### src/rtl/useq_pkg.sv
package useq_pkg;

    localparam int UPC_W = 6;
    localparam int OPC_W = 7;
    localparam int FN3_W = 3;

    typedef logic [UPC_W-1:0] upc_t;

    typedef enum logic [2:0] {
        JT_NEXT, JT_SPIN, JT_FETCH, JT_DISP, JT_FTRUE, JT_FFALSE
    } jump_e;

    typedef enum logic [2:0] {
        SEL_RS1, SEL_RS2, SEL_RD, SEL_PC, SEL_LINK
    } rsel_e;

    typedef enum logic [2:0] {
        ALU_COPY_A, ALU_COPY_B, ALU_ADD, ALU_SUB,
        ALU_INC4, ALU_DEC4, ALU_FUNC, ALU_JTARG
    } alu_e;

    typedef enum logic [1:0] {
        IMM_I, IMM_S, IMM_B, IMM_J
    } imm_e;

    typedef struct packed {
        logic  trap;
        alu_e  alu_op;
        imm_e  imm_sel;
        rsel_e reg_sel;
        logic  ld_ir;
        logic  ld_ma;
        logic  ld_a;
        logic  ld_b;
        logic  reg_wr;
        logic  en_reg;
        logic  en_mem;
        logic  mem_wr;
        logic  en_alu;
        logic  en_imm;
    } ctrl_t;

    localparam int CTRL_W = $bits(ctrl_t);

    typedef struct packed {
        ctrl_t ctrl;
        jump_e jt;
        upc_t  tgt;
    } uword_t;

    // microprogram layout
    localparam upc_t A_FETCH0 = upc_t'(0);
    localparam upc_t A_FETCH1 = upc_t'(1);
    localparam upc_t A_FETCH2 = upc_t'(2);
    localparam upc_t A_ALU0   = upc_t'(3);
    localparam upc_t A_ALU1   = upc_t'(4);
    localparam upc_t A_ALU2   = upc_t'(5);
    localparam upc_t A_ALUI0  = upc_t'(6);
    localparam upc_t A_ALUI1  = upc_t'(7);
    localparam upc_t A_ALUI2  = upc_t'(8);
    localparam upc_t A_LD0    = upc_t'(9);
    localparam upc_t A_LD1    = upc_t'(10);
    localparam upc_t A_LD2    = upc_t'(11);
    localparam upc_t A_LD3    = upc_t'(12);
    localparam upc_t A_LD4    = upc_t'(13);
    localparam upc_t A_ST0    = upc_t'(14);
    localparam upc_t A_ST1    = upc_t'(15);
    localparam upc_t A_ST2    = upc_t'(16);
    localparam upc_t A_ST3    = upc_t'(17);
    localparam upc_t A_ST4    = upc_t'(18);
    localparam upc_t A_BEQ0   = upc_t'(19);
    localparam upc_t A_BEQ1   = upc_t'(20);
    localparam upc_t A_BEQ2   = upc_t'(21);
    localparam upc_t A_TK0    = upc_t'(22);
    localparam upc_t A_TK1    = upc_t'(23);
    localparam upc_t A_TK2    = upc_t'(24);
    localparam upc_t A_BNE0   = upc_t'(25);
    localparam upc_t A_BNE1   = upc_t'(26);
    localparam upc_t A_BNE2   = upc_t'(27);
    localparam upc_t A_BNE3   = upc_t'(28);
    localparam upc_t A_JAL0   = upc_t'(29);
    localparam upc_t A_JAL1   = upc_t'(30);
    localparam upc_t A_JAL2   = upc_t'(31);
    localparam upc_t A_JAL3   = upc_t'(32);
    localparam upc_t A_JAL4   = upc_t'(33);
    localparam upc_t A_JALR0  = upc_t'(34);
    localparam upc_t A_JALR1  = upc_t'(35);
    localparam upc_t A_JALR2  = upc_t'(36);
    localparam upc_t A_JALR3  = upc_t'(37);
    localparam upc_t A_ILL    = upc_t'(38);

    localparam logic [OPC_W-1:0] OP_REG    = 7'b0110011;
    localparam logic [OPC_W-1:0] OP_IMM    = 7'b0010011;
    localparam logic [OPC_W-1:0] OP_LOAD   = 7'b0000011;
    localparam logic [OPC_W-1:0] OP_STORE  = 7'b0100011;
    localparam logic [OPC_W-1:0] OP_BRANCH = 7'b1100011;
    localparam logic [OPC_W-1:0] OP_JAL    = 7'b1101111;
    localparam logic [OPC_W-1:0] OP_JALR   = 7'b1100111;

    localparam logic [FN3_W-1:0] FN_EQ = 3'b000;
    localparam logic [FN3_W-1:0] FN_NE = 3'b001;

endpackage

### src/rtl/useq_rom.sv
module useq_rom
    import useq_pkg::*;
(
    input  upc_t   addr,
    output uword_t word
);

    uword_t w;

    always_comb begin
        w     = '0;
        w.jt  = JT_NEXT;
        w.tgt = A_FETCH0;
        unique case (addr)
            A_FETCH0: begin
                w.ctrl.reg_sel = SEL_PC; w.ctrl.en_reg = 1'b1;
                w.ctrl.ld_ma = 1'b1; w.ctrl.ld_a = 1'b1;
            end
            A_FETCH1: begin
                w.ctrl.en_mem = 1'b1; w.ctrl.ld_ir = 1'b1; w.jt = JT_SPIN;
            end
            A_FETCH2: begin
                w.ctrl.alu_op = ALU_INC4; w.ctrl.en_alu = 1'b1;
                w.ctrl.reg_sel = SEL_PC; w.ctrl.reg_wr = 1'b1; w.jt = JT_DISP;
            end
            A_ALU0, A_ALUI0, A_LD0, A_ST0, A_BEQ0, A_BNE0: begin
                w.ctrl.reg_sel = SEL_RS1; w.ctrl.en_reg = 1'b1; w.ctrl.ld_a = 1'b1;
            end
            A_ALU1, A_BEQ1, A_BNE1: begin
                w.ctrl.reg_sel = SEL_RS2; w.ctrl.en_reg = 1'b1; w.ctrl.ld_b = 1'b1;
            end
            A_ALU2, A_ALUI2: begin
                w.ctrl.alu_op = ALU_FUNC; w.ctrl.en_alu = 1'b1;
                w.ctrl.reg_sel = SEL_RD; w.ctrl.reg_wr = 1'b1; w.jt = JT_FETCH;
            end
            A_ALUI1, A_LD1: begin
                w.ctrl.en_imm = 1'b1; w.ctrl.imm_sel = IMM_I; w.ctrl.ld_b = 1'b1;
            end
            A_LD2, A_ST2: begin
                w.ctrl.alu_op = ALU_ADD; w.ctrl.en_alu = 1'b1; w.ctrl.ld_ma = 1'b1;
            end
            A_LD3: begin
                w.ctrl.en_mem = 1'b1; w.ctrl.reg_sel = SEL_RD;
                w.ctrl.reg_wr = 1'b1; w.jt = JT_SPIN;
            end
            A_LD4, A_ST4, A_BNE3: begin
                w.jt  = JT_FETCH;
                w.tgt = (addr == A_BNE3) ? A_TK0 : A_FETCH0;
            end
            A_ST1: begin
                w.ctrl.en_imm = 1'b1; w.ctrl.imm_sel = IMM_S; w.ctrl.ld_b = 1'b1;
            end
            A_ST3: begin
                w.ctrl.reg_sel = SEL_RS2; w.ctrl.en_reg = 1'b1;
                w.ctrl.mem_wr = 1'b1; w.jt = JT_SPIN;
            end
            A_BEQ2, A_BNE2: begin
                w.ctrl.reg_sel = SEL_PC; w.ctrl.en_reg = 1'b1; w.ctrl.ld_a = 1'b1;
                w.jt = (addr == A_BEQ2) ? JT_FFALSE : JT_FTRUE;
            end
            A_TK0, A_JAL2: begin
                w.ctrl.alu_op = ALU_DEC4; w.ctrl.en_alu = 1'b1; w.ctrl.ld_a = 1'b1;
            end
            A_TK1: begin
                w.ctrl.en_imm = 1'b1; w.ctrl.imm_sel = IMM_B; w.ctrl.ld_b = 1'b1;
            end
            A_TK2: begin
                w.ctrl.alu_op = ALU_ADD; w.ctrl.en_alu = 1'b1;
                w.ctrl.reg_sel = SEL_PC; w.ctrl.reg_wr = 1'b1; w.jt = JT_FETCH;
            end
            A_JAL0, A_JALR0: begin
                w.ctrl.reg_sel = SEL_PC; w.ctrl.en_reg = 1'b1; w.ctrl.ld_a = 1'b1;
            end
            A_JAL1, A_JALR1: begin
                w.ctrl.alu_op = ALU_COPY_A; w.ctrl.en_alu = 1'b1;
                w.ctrl.reg_sel = SEL_LINK; w.ctrl.reg_wr = 1'b1;
            end
            A_JAL3: begin
                w.ctrl.en_imm = 1'b1; w.ctrl.imm_sel = IMM_J; w.ctrl.ld_b = 1'b1;
            end
            A_JAL4: begin
                w.ctrl.alu_op = ALU_JTARG; w.ctrl.en_alu = 1'b1;
                w.ctrl.reg_sel = SEL_PC; w.ctrl.reg_wr = 1'b1; w.jt = JT_FETCH;
            end
            A_JALR2: begin
                w.ctrl.reg_sel = SEL_RS1; w.ctrl.en_reg = 1'b1; w.ctrl.ld_a = 1'b1;
            end
            A_JALR3: begin
                w.ctrl.alu_op = ALU_COPY_A; w.ctrl.en_alu = 1'b1;
                w.ctrl.reg_sel = SEL_PC; w.ctrl.reg_wr = 1'b1; w.jt = JT_FETCH;
            end
            default: begin
                // illegal-instruction halt, also covers unused addresses
                w.ctrl.trap = 1'b1; w.jt = JT_FETCH; w.tgt = A_ILL;
            end
        endcase
    end

    assign word = w;

endmodule

### src/rtl/useq_dispatch.sv
module useq_dispatch
    import useq_pkg::*;
(
    input  logic [OPC_W-1:0] opcode,
    input  logic [FN3_W-1:0] funct3,
    output upc_t             start
);

    always_comb begin
        start = A_ILL;
        unique case (opcode)
            OP_REG:    start = A_ALU0;
            OP_IMM:    start = A_ALUI0;
            OP_LOAD:   start = A_LD0;
            OP_STORE:  start = A_ST0;
            OP_JAL:    start = A_JAL0;
            OP_JALR:   start = A_JALR0;
            OP_BRANCH: begin
                if (funct3 == FN_EQ)      start = A_BEQ0;
                else if (funct3 == FN_NE) start = A_BNE0;
                else                      start = A_ILL;
            end
            default:   start = A_ILL;
        endcase
    end

endmodule

### src/rtl/useq_next.sv
module useq_next
    import useq_pkg::*;
(
    input  upc_t  upc,
    input  jump_e jt,
    input  upc_t  tgt,
    input  upc_t  disp,
    input  logic  busy,
    input  logic  zero,
    output upc_t  nxt
);

    upc_t inc;
    assign inc = upc + upc_t'(1);

    always_comb begin
        unique case (jt)
            JT_NEXT:   nxt = inc;
            JT_SPIN:   nxt = busy ? upc : inc;
            JT_FETCH:  nxt = tgt;
            JT_DISP:   nxt = disp;
            JT_FTRUE:  nxt = zero ? tgt : inc;
            JT_FFALSE: nxt = zero ? inc : tgt;
            default:   nxt = A_ILL;
        endcase
    end

endmodule

### src/rtl/useq_top.sv
module useq_top
    import useq_pkg::*;
(
    input  logic              clk,
    input  logic              rst_n,
    input  logic [OPC_W-1:0]  opcode,
    input  logic [FN3_W-1:0]  funct3,
    input  logic              busy,
    input  logic              zero,
    output logic [UPC_W-1:0]  upc,
    output logic [CTRL_W-1:0] ctrl,
    output logic              trap
);

    typedef struct packed {
        upc_t upc;
    } seq_state_t;

    seq_state_t st_d, st_q;
    uword_t     cur_w;
    jump_e      cur_jt;
    upc_t       cur_tgt;
    upc_t       disp_start;
    upc_t       nxt_upc;

    useq_rom u_rom (
        .addr (st_q.upc),
        .word (cur_w)
    );

    useq_dispatch u_disp (
        .opcode (opcode),
        .funct3 (funct3),
        .start  (disp_start)
    );

    assign cur_jt  = cur_w.jt;
    assign cur_tgt = cur_w.tgt;

    useq_next u_next (
        .upc  (st_q.upc),
        .jt   (cur_jt),
        .tgt  (cur_tgt),
        .disp (disp_start),
        .busy (busy),
        .zero (zero),
        .nxt  (nxt_upc)
    );

    always_comb begin
        st_d     = st_q;
        st_d.upc = nxt_upc;
    end

    always_ff @(posedge clk or negedge rst_n) begin
        if (!rst_n) st_q <= '{upc: A_FETCH0};
        else        st_q <= st_d;
    end

    assign upc  = st_q.upc;
    assign ctrl = cur_w.ctrl;
    assign trap = cur_w.ctrl.trap;

endmodule

### config.mk
export PLATFORM = sky130hd
export DESIGN_NAME = useq_top
export DESIGN_NICKNAME = d
export VERILOG_FILES = /design/src/rtl/useq_pkg.sv /design/src/rtl/useq_rom.sv /design/src/rtl/useq_dispatch.sv /design/src/rtl/useq_next.sv /design/src/rtl/useq_top.sv
export SDC_FILE = /design/constraint.sdc
export NUM_CORES = 1
export LEC_CHECK = 0
export BUFFER_PORTS_ARGS = -buffer_cell sky130_fd_sc_hd__clkbuf_2
export CELL_PAD_IN_SITES_DETAIL_PLACEMENT = 0
export CELL_PAD_IN_SITES_GLOBAL_PLACEMENT = 1
export CORE_ASPECT_RATIO = 0.75
export CORE_MARGIN = 1
export CORE_UTILIZATION = 33
export CTS_BUF_LIST = sky130_fd_sc_hd__clkbuf_8 sky130_fd_sc_hd__clkbuf_16
export DETAILED_ROUTE_END_ITERATION = 16
export PLACE_DENSITY_LB_ADDON = 0.1
export RECOVER_POWER = 25
export SLEW_MARGIN = 20
export SYNTH_ARGS = -nofsm -noshare
export SYNTH_HDL_FRONTEND = slang
export SYNTH_SLANG_ARGS = --single-unit
### constraint.sdc
create_clock -name clk -period 2.6 [get_ports clk]
set_input_delay 0.13 -clock clk [delete_from_list [all_inputs] [get_ports clk]]
set_output_delay 0.13 -clock clk [all_outputs]
set_load 0.005 [all_outputs]
==> impl_metrics.ini <==
[status]
status = complete, but fails checks
violations = negative setup slack

[place]
gpl.final_weighted_congestion = 0.9608
dp_hpwl_microns = 4402
port_buffers = 39

[grt]
grt_max_degree = 17
antenna_found_initial = 0
grt_pass1_vias = 1824
grt_pass1_wl_microns = 9101
grt_overflow_total = 0
grt_use_total_pct = 25.56

[clocking]
cts_tree = yes
root_buffer = clkbuf_8
clock-sinks = 6
cts_inserted_buffers = 3
ctsHtreeMaxLevel = 1
worstSkewPairLatency_ns = 0.23
clkTransAtPathRegs_ns = 0.05
cts_buffer_depth = 2

[pwr]
power_mw = 2.848
vdd_drop_max_mv = 0.5398
power.density_mw_per_mm2 = 1323
p_leak_nw = 0.9836

[critical_path]
rrSetupSlack_ns = -0.20
startpoint = upc[0]
r2r-end = upc[1]
cp-start-kind = flop
rr_startpoint = upc[0]
cp.required_ns = 2.74
critical_path_peak_fanout = 5
end_kind = flop
cp_data_arrival_time_ns = 2.95
worstSetupPathType = flop to flop
ff2ff_path_depth = 10

[cells_and_area]
fin_nets = 304
final_util_pct = 52.44
n_antenna_cell = 0
area_delta_synth_final_pct = 51.14
fill_cells = 403
drive_gt1_share_pct = 42.81
largest_reg_flops = 6

[run]
maxCapViolations = 0

[sta]
setup_ws_ns = -0.2037
fmax_ghz = 0.3567
hold_ws_ns = 0.2922
slew_headroom_pct = 73.14
final.min_clock_period_ns = 2.804
tightest_slew_ns = 0.3927
drv_slew = 0
rsz0062_at_grt = true
hold_violations = 0
skew_ns = 0.01002
fin_crit_sh_pct = 107.8
finalSetupViolations = 9

[routing]
ant_nets = 0
drc = 0
wl_microns = 5993
wl_per_cell_microns = 17.63
vias = 2062
drt_pre_antenna_iters = 4
drt-initial-drc-count = 215
routed_via_density = 6.065

[min_path]
hp-start = zero
hold_class = primary input to flop
holdPathEnd = upc[2]
hold-path-cell-count = 3

[synthesis]
syn_avg_cell_area_sq_um = 6.780
synth_most_common_cell = nor2_1
synthTopCellsByArea = dfrtp_1 (11%), a21oi_1 (6.3%), nor2_1 (5.3%)
yosysTopAreaCellShare_pct = 10.54
synth.net_count = 228
ys_warn_count = 0
synth_top_area_cell = dfrtp_1
netlist_area_sq_mm = 0.001424
ys_seq_area_share_pct = 10.54
synthFlopType = dfrtp_1
synthCells = 210
synth-edff-count = 0
async_reset_ff_share_pct = 100.0
yosysUniqueCellTypes = 61
synth-seq-cells = 6
yosys-top-cells-count = nor2_1 (20), a21oi_1 (18), nand2_1 (12), nand3_1 (12)

[die]
die_area_sq_mm = 0.004584
die_w_microns = 77.85
initial_utilization_pct = 34.70
die_y_microns = 58.89
rows = 20
ios = 40
core_region_area_sq_mm = 0.004104
==> per-stage QoR <==
step	TNS [ns]	instances	setup slack [ns]	cell area, sq um
after floorplan	-0.02664	210	-0.01703	1455
after global placement	-0.3102	323	-0.06073	1899
after detailed placement	-0.5600	323	-0.09684	1899
after CTS	-0.5370	335	-0.2000	2057
after global routing	-1.997	340	-0.2606	2152
final	-1.532	340	-0.2037	2152
==> metal layers <==
metal	share of wire, %	wire [microns]	GRT usage [%]
met1	47	2841	38.20
met2	41	2486	37.17
met3	9.4	566	5.426
met4	1.7	99	5.660
met5	0	0	0
==> kinds of logic (layout without fill, tap and decap cells) <==
logic type	after synthesis	after routing	share of synthesized area, %
adders and majority gates	4	4	3.515
buffers and inverters	28	103	9.401
AOI/OAI and AO/OA	66	66	32.78
xor gates and xnor gates	3	3	1.846
DFF	6	6	10.54
and+or+nand+nor	103	103	41.92
==> placed cells by master (no fill, tap or decap), drive strengths merged, types with 3 or more instances in the layout <==
cell    Yosys  final
and2        3      3
ha          4      4
clkbuf     10     41
nand2b      6      6
inv         9     10
a21o        3      3
a31oi       5      5
nand3      12     12
nor2b       7      7
nor3        9      9
dfrtp       6      6
nand3b      6      6
nor2       20     20
or4         3      3
or2         5      5
o22ai       3      3
a32oi       4      4
nand2      12     12
or3         3      3
a21oi      18     18
o21ai       7      7
nor4        3      3
buf         9     51
==> power by group <==
group | leakage (nW) | internal [mW] | switching [mW] | total [mW]
clock | 0.0269 | 0.102 | 0.0506 | 0.153
combinational | 0.885 | 1.24 | 1.23 | 2.47
sequential | 0.0717 | 0.143 | 0.0838 | 0.227
==> how the worst max path moves through the flow <==
stage,to
floorplan,ctrl[18]
global placement,ctrl[18]
detailed placement,trap
CTS,trap
global route,ctrl[18]
finish,upc[1]
==> critical path: stages (launching register included) <==
cell and delay [ns]:
dfrtp_2 0.42, inv_4 0.06, ha_4 0.17, nor3b_4 0.15, a32o_2 0.23, or4_4 0.50
buf_4 0.16, buf_6 0.11, or4b_4 0.56, and3_4 0.22, a211oi_2 0.13
==> area by class of cell <==
class	count	area (sq um)	area share (%)
multi-input combinational	176	1266	58.84
timing repair buffer	90	583.1	27.09
sequential	6	152.6	7.093
tap	55	68.82	3.198
clock buffer	3	41.29	1.919
inverter	9	36.28	1.686
clock inverter	1	3.754	0.1744
==> what timing repair did <==
action                                  in CTS  in global routing
hold buffers                                 1                  0
gates resized for setup                     11                 11
pin swaps                                    5                  4
buffers inserted                             7                  5
endpoints found under the setup margin       8                  9
hold endpoints to repair                     6                  0
Power figures use the tool's default switching activity.
